$ cat config.mk
export PLATFORM = sky130hd
export DESIGN_NAME = tag_phase_calc
export DESIGN_NICKNAME = d
export VERILOG_FILES = /design/src/rtl/tag_phase_pkg.sv /design/src/rtl/tpc_tag_slot.sv /design/src/rtl/tpc_skew_reg.sv /design/src/rtl/tpc_fold.sv /design/src/rtl/tag_phase_calc.sv
export SDC_FILE = /design/constraint.sdc
export NUM_CORES = 1
export LEC_CHECK = 0
export ABC_AREA = 0
export BUFFER_PORTS_ARGS = -buffer_cell sky130_fd_sc_hd__buf_2
export CAP_MARGIN = 15
export CELL_PAD_IN_SITES_DETAIL_PLACEMENT = 0
export CELL_PAD_IN_SITES_GLOBAL_PLACEMENT = 1
export CORE_ASPECT_RATIO = 1.75
export CORE_MARGIN = 5
export CORE_UTILIZATION = 37
export DETAILED_ROUTE_END_ITERATION = 10
export PLACE_DENSITY_LB_ADDON = 0.1
export SLEW_MARGIN = 20
export SYNTH_ARGS = -nofsm -noshare
export SYNTH_HDL_FRONTEND = slang
export SYNTH_HIERARCHICAL = 1
export SYNTH_SLANG_ARGS = --single-unit
$ cat constraint.sdc
create_clock -name clk -period 3.6 [get_ports clk]
set_input_delay 0.72 -clock clk [delete_from_list [all_inputs] [get_ports clk]]
set_output_delay 0.72 -clock clk [all_outputs]
set_load 0.005 [all_outputs]
$ cat src/rtl/tag_phase_pkg.sv
package tag_phase_pkg;
    localparam int TAG_W = 32;
    localparam int SKEW_DEFAULT_LINK = 19050;

    typedef logic [TAG_W-1:0] tag_t;

    typedef struct packed {
        tag_t tag;
        logic rdy;
    } slot_t;
endpackage

$ cat src/rtl/tpc_tag_slot.sv
module tpc_tag_slot
    import tag_phase_pkg::*;
(
    input  logic clk,
    input  logic rst_n,
    input  logic stb,
    input  tag_t tag_in,
    input  logic clr,
    output tag_t tag_q,
    output logic rdy_q
);
    slot_t s_d, s_q;

    always_comb begin
        s_d = s_q;
        if (clr) begin
            s_d.rdy = 1'b0;
        end
        if (stb) begin
            s_d.tag = tag_in;
            s_d.rdy = 1'b1;
        end
    end

    always_ff @(posedge clk) begin
        if (!rst_n) begin
            s_q <= '0;
        end else begin
            s_q <= s_d;
        end
    end

    assign tag_q = s_q.tag;
    assign rdy_q = s_q.rdy;

    // a strobe always stores its tag and sets the flag
    a_r2_capture: assert property (@(posedge clk) disable iff (!rst_n)
        stb |=> (rdy_q && tag_q == $past(tag_in)));

    // a take without a strobe clears the flag
    a_r6_clear: assert property (@(posedge clk) disable iff (!rst_n)
        (clr && !stb) |=> !rdy_q);

    // no strobe and no take leaves the slot untouched
    a_r9_hold: assert property (@(posedge clk) disable iff (!rst_n)
        (!stb && !clr) |=> ($stable(tag_q) && $stable(rdy_q)));
endmodule

$ cat src/rtl/tpc_skew_reg.sv
module tpc_skew_reg
    import tag_phase_pkg::*;
#(
    parameter tag_t RESET_VAL = '0
) (
    input  logic clk,
    input  logic rst_n,
    input  logic we,
    input  tag_t wdata,
    output tag_t ofs_q
);
    tag_t ofs_d, ofs_r;

    always_comb begin
        ofs_d = ofs_r;
        if (we) begin
            ofs_d = wdata;
        end
    end

    always_ff @(posedge clk) begin
        if (!rst_n) begin
            ofs_r <= RESET_VAL;
        end else begin
            ofs_r <= ofs_d;
        end
    end

    assign ofs_q = ofs_r;

    // a write lands on the read port one cycle later
    a_r8_write: assert property (@(posedge clk) disable iff (!rst_n)
        we |=> (ofs_q == $past(wdata)));

    // without a write the offset holds
    a_r8_hold: assert property (@(posedge clk) disable iff (!rst_n)
        !we |=> $stable(ofs_q));
endmodule

$ cat src/rtl/tpc_fold.sv
module tpc_fold
    import tag_phase_pkg::*;
#(
    parameter int PERIOD_LOG2 = 15
) (
    input  tag_t                    diff,
    output logic signed [TAG_W-1:0] err
);
    localparam tag_t PERIOD = tag_t'(1) << PERIOD_LOG2;
    localparam tag_t HALF   = PERIOD >> 1;
    localparam tag_t MASK   = PERIOD - tag_t'(1);

    tag_t residue;

    always_comb begin
        residue = diff & MASK;
        if (residue >= HALF) begin
            err = $signed(residue - PERIOD);
        end else begin
            err = $signed(residue);
        end
    end
endmodule

$ cat src/rtl/tag_phase_calc.sv
module tag_phase_calc
    import tag_phase_pkg::*;
#(
    parameter int PERIOD_LOG2  = 15,
    parameter bit REF_FROM_PIN = 1'b0
) (
    input  logic        clk,
    input  logic        rst_n,
    input  logic        ref_stb,
    input  logic [31:0] ref_tag,
    input  logic        main_stb,
    input  logic [31:0] main_tag,
    input  logic        err_take,
    input  logic        ofs_we,
    input  logic [31:0] ofs_wdata,
    output logic [31:0] ofs_rdata,
    output logic        err_valid,
    output logic [31:0] period_err,
    output logic [31:0] phase_err
);
    localparam int   NSLOT     = 2;
    localparam tag_t SKEW_INIT = REF_FROM_PIN ? tag_t'(0) : tag_t'(SKEW_DEFAULT_LINK);

    logic [NSLOT-1:0] stb_v;
    tag_t             tin_v [NSLOT];
    tag_t             tq_v  [NSLOT];
    logic [NSLOT-1:0] rdy_v;

    assign stb_v    = {main_stb, ref_stb};
    assign tin_v[0] = ref_tag;
    assign tin_v[1] = main_tag;

    for (genvar i = 0; i < NSLOT; i++) begin : g_slot
        tpc_tag_slot u_slot (
            .clk    (clk),
            .rst_n  (rst_n),
            .stb    (stb_v[i]),
            .tag_in (tin_v[i]),
            .clr    (err_take),
            .tag_q  (tq_v[i]),
            .rdy_q  (rdy_v[i])
        );
    end

    tag_t ofs_q;

    tpc_skew_reg #(.RESET_VAL(SKEW_INIT)) u_skew (
        .clk   (clk),
        .rst_n (rst_n),
        .we    (ofs_we),
        .wdata (ofs_wdata),
        .ofs_q (ofs_q)
    );

    tag_t period_raw, phase_raw;
    logic signed [TAG_W-1:0] period_s, phase_s;

    assign period_raw = tag_t'(0) - tq_v[0];
    assign phase_raw  = tq_v[1] - tq_v[0] - ofs_q;

    tpc_fold #(.PERIOD_LOG2(PERIOD_LOG2)) u_fold_period (
        .diff (period_raw),
        .err  (period_s)
    );

    tpc_fold #(.PERIOD_LOG2(PERIOD_LOG2)) u_fold_phase (
        .diff (phase_raw),
        .err  (phase_s)
    );

    assign ofs_rdata  = ofs_q;
    assign err_valid  = &rdy_v;
    assign period_err = period_s;
    assign phase_err  = phase_s;

    // a take in the same cycle as both strobes leaves a valid result
    a_r7_strobe_wins: assert property (@(posedge clk) disable iff (!rst_n)
        (err_take && ref_stb && main_stb) |=> err_valid);
endmodule

==> out/qor.yml <==
critPathLaunchType: "register"
drive_gt1_frac: 0.464
drc: 0
wl_per_cell_um: 15.1
crit_start: "g_slot[0].u_slot/tag_q[13]"
hp-start: "u_skew/ofs_q[3]"
root_buffer: "clkbuf_16"
nets: 710
gp_congestion: 0.804
final_cell_mix: "160 x buf_2, 62 x mux2i_1, 58 x nor2b_1, 42 x dfxtp_1, 32 x inv_1"
first_global_vias: 3377
cts_sinks: 64
crit_fanout: 4
diodes: 0
start_util: 0.377
antenna_found_initial: 0
die_h_um: 153
wl_met3_um: 780
fill_cells: 1115
synth_cells: 457
cp_data_required_time_ns: 2.88
fin_crit_ns: 3.66
yosysWarnings: 6
avgViaCountPerCell: 4.51
wl_met2_mm: 5.65
first_pass_iters: 6
cts.path.max_buffers: 2
synth.cell_area_um2: 4340
power.share.clock: 0.340
clock_skew_ns: 0
wl_met1_mm: 4.17
grt_start_max_net_pins: 65
cp_slowest_cell: "fa_1"
worstPathArrival_ns: 2.94
final_cell_area_um2: 5490
final_common_cell: "buf_2"
leakage_nw: 2.61
worst_path_largest_cell_delay_ns: 0.54
cts_tree: "done"
pwr-share-comb: 0.397
crit_chain: "inv_1, fa_1, ha_4, nand2_2, or4_4, o211ai_1, xor2_1, buf_2, buf_2"
p_seq_frac: 0.263
hold_path_class: "register to register"
drt_iter0_markers: 97
syn_avg_cell_area_um2: 9.51
grt_usage: 0.152
ir_worst_vdd_mv: 0.427
setup_viol_count_final: 18
p_int_w: 0.00209
critPathMostFrequentCell: "buf_2"
max-cap-violations: 0
rr_startpoint: "u_skew/ofs_q[9]"
outcome: "finished with violations"
setup_slack_ns: -0.0614
port_buffers: 164
end_kind: "output port"
final_hold_viol_count: 0
multi_input_comb_area_um2: 2420
grt_overflow_total: 0
power_w: 0.00299
num_vias: 3226
ctsHtreeMaxLevel: 3
highest_layer: "met4"
drt_wl_total_mm: 10.8
syn-num-nets: 592
cts_inserted_buffers: 9
slew_headroom: 0.363
setup.worst_path.class: "register to output port"
rsz0062_at_grt: "true"
die_w_um: 91.9
final_antenna_net_count: 0
violations: "setup timing"
cellPowerDensity_nw_per_um2: 544
max_freq_mhz: 273
area_delta_synth_final_pct: 26.3
hpwlAfterDp_mm: 8.40
p_sw_frac: 0.300
seq_area_um2: 1320
grt_pass1_wl_mm: 16.9
placed_cell_area_um2: 4650
p_sw_w: 0.000897
worstMarginPinSlew_ns: 0.956
die_area_um2: 14100
path_clk_slew_ns: 0.05
drv_slew: 0
post-route-period-util: 1.02
clkLatencyLatePin_ns: 0.33
num_rows: 52
io_pins: 199
core_area_um2: 11500
==> state kept, by name, summed over array words and instances, names as in the netlist <==
register / cells
u_skew/ofs_q: 32
g_slot.u_slot/tag_q: 30
g_slot.u_slot/rdy_q: 2
==> through the flow <==
stage,setup TNS [ns],util,cells,hold slack (ns),worst slack (ns)
final,-0.790,0.476,715,0.478,-0.0614
after global routing,-3.80,0.476,715,0.521,-0.227
after CTS,-1.62,0.461,705,0.505,-0.0952
after detailed placement,0,0.404,675,0.492,0.0907
after global placement,0,0.404,675,0.485,0.118
after floorplan,0,-,457,0.489,0.0862
==> layout make-up <==
type | instances | area share
multi-input combinational | 269 | 0.442
sequential | 64 | 0.240
timing repair buffer | 195 | 0.198
clock buffer | 10 | 0.0436
tap | 135 | 0.0308
inverter | 36 | 0.0246
clock inverter | 6 | 0.0210
==> worst max-delay path: cells and delay by family (launching register included) <==
family                     cells  cell delay [ns]
adders and majority gates      2             0.86
xor gates and xnor gates       1             0.30
and+or+nand+nor                2             0.56
buffers and inverters          3             0.38
AOI/OAI and AO/OA              1             0.20
DFF                            1             0.34
==> final timing paths <==
check	cells after the start	end	slack, ns
worst max-delay path	9	phase_err[31]	-0.06
worst max register to register	3	u_skew/ofs_q[9]	2.82
worst min register to register	2	u_skew/ofs_q[3]	0.48
worst min-delay path	2	u_skew/ofs_q[3]	0.48
==> power groups by stage <==
stage	clock (W)	sequential, W	combinational [W]
after floorplan	0	0.000797	0.000855
final	0.00101	0.000785	0.00119
after global routing	0.00108	0.000791	0.00131
after CTS	0.00105	0.000785	0.00110
after global placement	0	0.000798	0.000924
after detailed placement	0	0.000800	0.000928
==> repair_timing <==
item | 4_1_cts | 5_1_grt
endpoints found under the setup margin | 22 | 23
setup buffers | 12 | 10
resized for setup | 48 | 30
pin swaps | 20 | 20
cloned | 3 | 0
hold buffers | 0 | 0
endpoints found under the hold margin | 0 | 0
==> per-layer routing <==
metal / track usage / vias up
li1: - / 1643
met1: 0.164 / 1461
met2: 0.272 / 108
met3: 0.0453 / 14
met4: 0.0631 / 0
met5: 0 / -
No activity file was read; power rests on OpenSTA's default activity.
